<file path="config.mk">
export PLATFORM = sky130hd
export DESIGN_NAME = mirrored_irq_regs
export DESIGN_NICKNAME = d
export VERILOG_FILES = /design/src/rtl/mirq_pkg.sv /design/src/rtl/mirq_cfg_decode.sv /design/src/rtl/mirq_flag_cell.sv /design/src/rtl/mirq_bm_status.sv /design/src/rtl/mirrored_irq_regs.sv
export SDC_FILE = /design/constraint.sdc
export NUM_CORES = 1
export LEC_CHECK = 0
export ABC_CLOCK_PERIOD_IN_PS = 930
export BUFFER_PORTS_ARGS = -buffer_cell sky130_fd_sc_hd__buf_4
export CORE_MARGIN = 2
export CORE_UTILIZATION = 25
export DETAILED_ROUTE_END_ITERATION = 7
export GPL_ROUTABILITY_DRIVEN = 0
export PLACE_DENSITY = 0.7
export SLEW_MARGIN = 5
export SYNTH_ARGS = -nofsm -noshare
export SYNTH_HDL_FRONTEND = slang
export SYNTH_SLANG_ARGS = --single-unit
</file>
<file path="constraint.sdc">
create_clock -name clk_i -period 0.93 [get_ports clk_i]
set_input_delay 0 -clock clk_i [delete_from_list [all_inputs] [get_ports clk_i]]
set_output_delay 0 -clock clk_i [all_outputs]
set_load 0.01 [all_outputs]
</file>
<file path="src/rtl/mirq_pkg.sv">
package mirq_pkg;
  localparam int unsigned NCH = 2;
  localparam int unsigned CHW = (NCH > 1) ? $clog2(NCH) : 1;

  localparam logic [7:0] OFS_STAT0 = 8'h50;
  localparam logic [7:0] OFS_CHEN  = 8'h51;
  localparam logic [7:0] OFS_STAT1 = 8'h57;
  localparam logic [7:0] OFS_MODE  = 8'h71;

  localparam int unsigned STAT0_BIT     = 2;
  localparam int unsigned STAT1_BIT     = 4;
  localparam int unsigned MODE_FLAG_LSB = 2;
  localparam int unsigned MODE_MASK_LSB = 4;
  localparam int unsigned CHEN_LSB      = 2;

  localparam logic [1:0] BM_SUB_MODE = 2'd1;
  localparam logic [1:0] BM_SUB_STAT = 2'd2;

  function automatic logic byte_hit(logic [7:0] a, logic [3:0] be, logic [7:0] ofs);
    return (a[7:2] == ofs[7:2]) && be[ofs[1:0]];
  endfunction

  function automatic logic [7:0] byte_of(logic [31:0] d, logic [7:0] ofs);
    return d[8*ofs[1:0] +: 8];
  endfunction
endpackage

</file>
<file path="src/rtl/mirq_cfg_decode.sv">
module mirq_cfg_decode
  import mirq_pkg::*;
(
  input  logic            we_i,
  input  logic [7:0]      addr_i,
  input  logic [3:0]      be_i,
  input  logic [31:0]     wdata_i,
  output logic [NCH-1:0]  clr_o,
  output logic            en_we_o,
  output logic [NCH-1:0]  en_wdata_o
);
  logic [7:0] mode_b, chen_b;
  assign mode_b = byte_of(wdata_i, OFS_MODE);
  assign chen_b = byte_of(wdata_i, OFS_CHEN);

  for (genvar c = 0; c < NCH; c++) begin : g_clr
    localparam logic [7:0]  VA_OFS = (c == 0) ? OFS_STAT0 : OFS_STAT1;
    localparam int unsigned VA_BIT = (c == 0) ? STAT0_BIT : STAT1_BIT;
    logic [7:0] va_b;
    logic       hit_a, hit_b;
    assign va_b  = byte_of(wdata_i, VA_OFS);
    assign hit_a = byte_hit(addr_i, be_i, VA_OFS) && va_b[VA_BIT];
    assign hit_b = byte_hit(addr_i, be_i, OFS_MODE) && mode_b[MODE_FLAG_LSB+c];
    assign clr_o[c] = we_i && (hit_a || hit_b);
  end

  assign en_we_o    = we_i && byte_hit(addr_i, be_i, OFS_CHEN);
  assign en_wdata_o = chen_b[CHEN_LSB +: NCH];
endmodule

</file>
<file path="src/rtl/mirq_flag_cell.sv">
module mirq_flag_cell (
  input  logic clk_i,
  input  logic rst_ni,
  input  logic set_i,
  input  logic clr_i,
  output logic flag_o
);
  always_ff @(posedge clk_i or negedge rst_ni) begin
    if (!rst_ni)    flag_o <= 1'b0;
    else if (set_i) flag_o <= 1'b1;  // raise beats clear
    else if (clr_i) flag_o <= 1'b0;
  end

  p_set_wins_r4: assert property (@(posedge clk_i) disable iff (!rst_ni)
    set_i |=> flag_o);
  p_w1c_clear_r2: assert property (@(posedge clk_i) disable iff (!rst_ni)
    (clr_i && !set_i) |=> !flag_o);
  p_w1c_hold_r2: assert property (@(posedge clk_i) disable iff (!rst_ni)
    (!clr_i && !set_i) |=> $stable(flag_o));
endmodule

</file>
<file path="src/rtl/mirq_bm_status.sv">
module mirq_bm_status (
  input  logic       clk_i,
  input  logic       rst_ni,
  input  logic       we_i,
  input  logic [7:0] wdata_i,
  input  logic       active_i,
  input  logic       err_i,
  input  logic       irq_set_i,
  output logic [7:0] status_o
);
  logic       act_q, err_q, irq_q;
  logic [1:0] ctl_q;

  always_ff @(posedge clk_i or negedge rst_ni) begin
    if (!rst_ni) begin
      act_q <= 1'b0;
      err_q <= 1'b0;
      irq_q <= 1'b0;
      ctl_q <= '0;
    end else begin
      act_q <= active_i;
      err_q <= err_i     | (err_q & ~(we_i & wdata_i[1]));
      irq_q <= irq_set_i | (irq_q & ~(we_i & wdata_i[2]));
      if (we_i) ctl_q <= wdata_i[6:5];
    end
  end

  assign status_o = {1'b0, ctl_q, 2'b00, irq_q, err_q, act_q};

  p_active_kept_r7: assert property (@(posedge clk_i) disable iff (!rst_ni)
    we_i |=> status_o[0] == $past(active_i));
  p_ctl_load_r7: assert property (@(posedge clk_i) disable iff (!rst_ni)
    we_i |=> status_o[6:5] == $past(wdata_i[6:5]));
  p_zero_no_clear_r7: assert property (@(posedge clk_i) disable iff (!rst_ni)
    (we_i && !wdata_i[2] && status_o[2]) |=> status_o[2]);
endmodule

</file>
<file path="src/rtl/mirrored_irq_regs.sv">
module mirrored_irq_regs
  import mirq_pkg::*;
(
  input  logic            clk_i,
  input  logic            rst_ni,
  input  logic            cfg_we_i,
  input  logic [7:0]      cfg_addr_i,
  input  logic [3:0]      cfg_be_i,
  input  logic [31:0]     cfg_wdata_i,
  input  logic [7:0]      cfg_raddr_i,
  output logic [31:0]     cfg_rdata_o,
  input  logic            bm_we_i,
  input  logic [CHW-1:0]  bm_ch_i,
  input  logic [1:0]      bm_addr_i,
  input  logic [7:0]      bm_wdata_i,
  output logic [8*NCH-1:0] bm_status_o,
  input  logic [NCH-1:0]  ch_irq_set_i,
  input  logic [NCH-1:0]  ch_err_i,
  input  logic [NCH-1:0]  ch_active_i,
  output logic [NCH-1:0]  ch_en_o,
  output logic            irq_o
);
  logic [NCH-1:0] clr, flag, mask_q, en_wdata;
  logic           en_we, mode_we;

  mirq_cfg_decode u_dec (
    .we_i       (cfg_we_i),
    .addr_i     (cfg_addr_i),
    .be_i       (cfg_be_i),
    .wdata_i    (cfg_wdata_i),
    .clr_o      (clr),
    .en_we_o    (en_we),
    .en_wdata_o (en_wdata)
  );

  // one storage bit per channel: both views read it
  for (genvar c = 0; c < NCH; c++) begin : g_ch
    logic st_we;
    assign st_we = bm_we_i && (bm_addr_i == BM_SUB_STAT) && (bm_ch_i == CHW'(c));

    mirq_flag_cell u_flag (
      .clk_i  (clk_i),
      .rst_ni (rst_ni),
      .set_i  (ch_irq_set_i[c]),
      .clr_i  (clr[c]),
      .flag_o (flag[c])
    );

    mirq_bm_status u_st (
      .clk_i     (clk_i),
      .rst_ni    (rst_ni),
      .we_i      (st_we),
      .wdata_i   (bm_wdata_i),
      .active_i  (ch_active_i[c]),
      .err_i     (ch_err_i[c]),
      .irq_set_i (ch_irq_set_i[c]),
      .status_o  (bm_status_o[8*c +: 8])
    );
  end

  assign mode_we = bm_we_i && (bm_addr_i == BM_SUB_MODE);

  always_ff @(posedge clk_i or negedge rst_ni) begin
    if (!rst_ni) begin
      mask_q  <= '0;
      ch_en_o <= '1;
    end else begin
      if (mode_we) mask_q  <= bm_wdata_i[MODE_MASK_LSB +: NCH];
      if (en_we)   ch_en_o <= en_wdata;
    end
  end

  assign irq_o = |(flag & ~mask_q);

  always_comb begin
    cfg_rdata_o = '0;
    for (int k = 0; k < 4; k++) begin
      logic [7:0] a, b;
      a = {cfg_raddr_i[7:2], 2'(k)};
      b = '0;
      case (a)
        OFS_STAT0: b[STAT0_BIT] = flag[0];
        OFS_STAT1: b[STAT1_BIT] = flag[1];
        OFS_CHEN:  b[CHEN_LSB +: NCH] = ch_en_o;
        OFS_MODE: begin
          b[MODE_FLAG_LSB +: NCH] = flag;
          b[MODE_MASK_LSB +: NCH] = mask_q;
        end
        default: b = '0;
      endcase
      cfg_rdata_o[8*k +: 8] = b;
    end
  end

  p_mask_quiet_r6: assert property (@(posedge clk_i) disable iff (!rst_ni)
    (&mask_q) |-> !irq_o);
  p_mode_load_r5: assert property (@(posedge clk_i) disable iff (!rst_ni)
    mode_we |=> mask_q == $past(bm_wdata_i[MODE_MASK_LSB +: NCH]));
  p_mode_keeps_flags_r5: assert property (@(posedge clk_i) disable iff (!rst_ni)
    (mode_we && !cfg_we_i && !(|ch_irq_set_i)) |=> $stable(flag));
  p_en_hold_r8: assert property (@(posedge clk_i) disable iff (!rst_ni)
    !en_we |=> $stable(ch_en_o));
endmodule

</file>
==> metrics.md <==
| Metric | Value |
|---|---|
| Setup crit end | cfg_rdata_o[10] |
| Post-route core utilization | 0.412 |
| Pin count of the biggest net entering global routing | 17 |
| Initial standard-cell utilization of the core | 0.261 |
| Count of yosys warnings during synthesis | 0 |
| Hold depth | 3 |
| Height of the die | 68.8 um |
| Skew-Pair Late Insertion Delay | 0.24 ns |
| Slowest CP cell | sky130_fd_sc_hd__dfstp_2 |
| Arrival @ worst endpoint | 1.06 ns |
| Setup violation total in the final timing report | 8 |
| Area of the die | 4730 um2 |
| Worst-path clk slew | 0.06 ns |
| Post-detailed-route wirelength per cell | 10.5 um |
| Count of endpoints failing hold in the final timing report | 0 |
| Reg-to-reg startpoint | ch_en_o[1]$_DFFE_PN1P_ |
| Proportion of netlist area held by the largest area contributor | 0.334 |
| First-pass DRT Iterations | 4 |
| Maximum clock insertion buffer count | 2 |
| Power density of the placed cells | 1130 nW/um2 |
| Smallest setup slack after layout | -0.129 ns |
| TritonCTS Sinks | 16 |
| Number of enable-type register cells in the synthesized netlist | 0 |
| Crit path from | ch_en_o[0]$_DFFE_PN1P_ |
| Nets | 260 |
| Post-layout instance area | 1660 um2 |
| Classification of the worst-slack hold path | input pin to flip-flop |
| Top fanout value on the critical path | 2 |
| First-pass GRT wire length | 3600 um |
| Placed instance area | 1410 um2 |
| Number of routed nets with antenna violations | 0 |
| Worst clock skew | 0 ns |
| Vias after detailed routing | 915 |
| Cts bufs inserted | 3 |
| Endpoint class of the critical path | primary output |
| FP Rows | 23 |
| Number of cell instances on the worst register-to-register path | 2 |
| Sequential-to-total area share from yosys stat | 0.384 |
| Worst ir drop on vdd | 648 uV |
| DRC violations left | 0 |
| Worst R2R Setup Slack | 0.09 ns |
| CP max stage delay | 0.54 ns |
| Static leakage | 0.000839 uW |
| Main area contributors after synthesis | sky130_fd_sc_hd__dfrtp_1 33%, sky130_fd_sc_hd__buf_4 27%, sky130_fd_sc_hd__mux2_2 6.4% |
| CP Depth | 3 |
| Final Power | 1880 uW |
| Std-Cell Core Area | 4030 um2 |
| Area growth, synth to finish | 58.2% |
| CP Launch Type | flip-flop |
| CTS tree | built |
| Family with the most delay on the worst path | flip-flops |
| # Max-Cap Violations | 0 |
| Vias in the first global route | 805 |
| Detailed router's first-iteration violation count | 14 |
| Post-synthesis average cell area | 9.46 um2 |
| Critical Path RT | 0.93 ns |
| Port Buffers | 55 |
| Crit share post-route | 1.14 |
| Max Slew Vio Count | 0 |
| RSZ-0062 raised after global routing | yes |
| Initial antenna violation count | 0 |
| Largest area contributor in the synthesized netlist | sky130_fd_sc_hd__dfrtp_1 |
| Buf/Inv on CP | 1 |
| Outcome | finished with violations |
| Async set-reset flop share out of synthesis | 1.00 |
| Congestion Overflow GR | 0 |
| Violated checks | setup timing |
| Endpoint of the worst register-to-register path | ch_en_o[1]$_DFFE_PN1P_ |
| Share of post-route cells with drive strength above 1 | 0.462 |
| Post-synthesis cell type count | 25 |
| DPL Wire Length | 1960 um |
| Number of antenna diodes | 0 |
| Maximum achievable frequency | 944 MHz |
| Mean number of vias per cell | 3.88 |
| X dimension of the die | 68.8 um |
| CTS Root Buffer Type | sky130_fd_sc_hd__clkbuf_8 |
| Path type of the worst setup path | flip-flop to primary output |
| Detailed Route WL | 2480 um |
| Total track usage | 0.102 |
| CP Cell Sequence | mux2i_1, nor2_1, buf_4 |
| Final min period | 1.06 ns |
| Main flop type after synthesis | sky130_fd_sc_hd__dfrtp_1 |
| Final-layout fill cell count | 416 |
| Worst Setup Slack post-DPL | -0.373 ns |
| Area of the mapped netlist | 1050 um2 |
| Boundary Pins | 124 |
| Yosys reg bits | 16 |
| Synthesized instance count | 111 |
| Depth of the CTS H-tree | 1 |
[per-layer routing]
| layer | routed length [um] | vias up | global-route usage |
|---|---|---|---|
| met3 | 156 | 2 | 0.0227 |
| met2 | 1330 | 35 | 0.177 |
| met4 | 8 | 0 | 0.0294 |
| li1 | - | 451 | - |
| met1 | 984 | 427 | 0.126 |
| met5 | 0 | - | 0 |
[kinds of logic after synthesis]
family                 after synthesis  synth area share
buffers and inverters               40             0.279
and+or+nand+nor                     37             0.194
DFF                                 16             0.384
AOI/OAI and AO/OA                    9            0.0560
muxes                                8            0.0834
other                                1           0.00357
[per-stage QoR]
stage	std cells	TNS, ns	hold slack (ns)
after floorplan	142	-0.440	-0.296
after global placement	216	-0.757	-0.128
after detailed placement	216	-0.772	-0.130
after CTS	235	-0.613	0.0000780
after global routing	236	-0.987	0.0627
final	236	-0.547	0.0449
[power by group]
part / total (uW) / internal (uW) / switching, uW
Sequential: 810 / 770 / 40.5
Combinational: 537 / 306 / 231
Clock: 528 / 303 / 225
[cell usage in the layout, fill, tap and decap left out, types with 2 or more instances in the layout]
master and n:
sky130_fd_sc_hd__a31oi_1 2, sky130_fd_sc_hd__nand4b_1 2, sky130_fd_sc_hd__a21o_1 4, sky130_fd_sc_hd__nand3_1 2
sky130_fd_sc_hd__nor3_2 2, sky130_fd_sc_hd__dfrtp_1 14, sky130_fd_sc_hd__mux2_2 4, sky130_fd_sc_hd__clkbuf_8 3
sky130_fd_sc_hd__buf_4 62, sky130_fd_sc_hd__mux2i_1 2, sky130_fd_sc_hd__nand2_1 13, sky130_fd_sc_hd__mux2_4 2
sky130_fd_sc_hd__dfstp_2 2, sky130_fd_sc_hd__nor2_1 7, sky130_fd_sc_hd__conb_1 32, sky130_fd_sc_hd__buf_6 4
sky130_fd_sc_hd__dlygate4sd3_1 12, sky130_fd_sc_hd__o21ai_0 2
[synthesized netlist by cell type, drive strengths merged, types with 4 or more instances]
| cell | instances |
|---|---|
| buf | 38 |
| dfrtp | 14 |
| nor2 | 7 |
| nor3 | 4 |
| mux2 | 6 |
| nand2 | 13 |
| a21o | 4 |
[worst reg2reg max path: cells and delay by family, from the launching register on]
family                 cells  cell delay (ns)
DFF                        1             0.54
buffers and inverters      1             0.11
muxes                      1             0.13
[flip-flops by register name, summed over array words and instances (netlist names)]
name and flops:
g_ch.u_st.irq_q 2, g_ch.u_st.ctl_q 4, g_ch.u_flag.flag_o 2, g_ch.u_st.err_q 2, g_ch.u_st.act_q 2, ch_en_o 2
mask_q 2
[worst min-delay path by stage]
| stage | start | end | slack, ns |
|---|---|---|---|
| 2_1_floorplan | rst_ni | g_ch[0].u_flag.flag_o$_DFFE_PN0P_ | -0.30 |
| 3_3_place_gp | rst_ni | g_ch[0].u_st.act_q$_DFF_PN0_ | -0.13 |
| 3_5_place_dp | rst_ni | g_ch[0].u_st.act_q$_DFF_PN0_ | -0.13 |
| 4_1_cts | cfg_wdata_i[10] | ch_en_o[0]$_DFFE_PN1P_ | 0.00008 |
| 5_1_grt | bm_wdata_i[1] | g_ch[0].u_st.err_q$_DFF_PN0_ | 0.06 |
| 6_report | bm_wdata_i[1] | g_ch[1].u_st.err_q$_DFF_PN0_ | 0.04 |
[final cells by class]
cell class / instances / area, um2 / share of cell area
Multi-Input combinational cell: 86 / 512 / 0.308
Inverter: 2 / 7.51 / 0.00452
Tap cell: 50 / 62.6 / 0.0377
Clock buffer: 4 / 45.0 / 0.0271
Sequential cell: 16 / 403 / 0.243
Timing Repair Buffer: 78 / 631 / 0.380
[repair_timing]
item,in CTS,in global routing
setup buffers,4,0
endpoints found under the hold margin,27,1
resized for setup,8,6
pin swaps,5,1
hold buffers,11,1
setup endpoints to repair,8,11
Power figures use the tool's default switching activity.
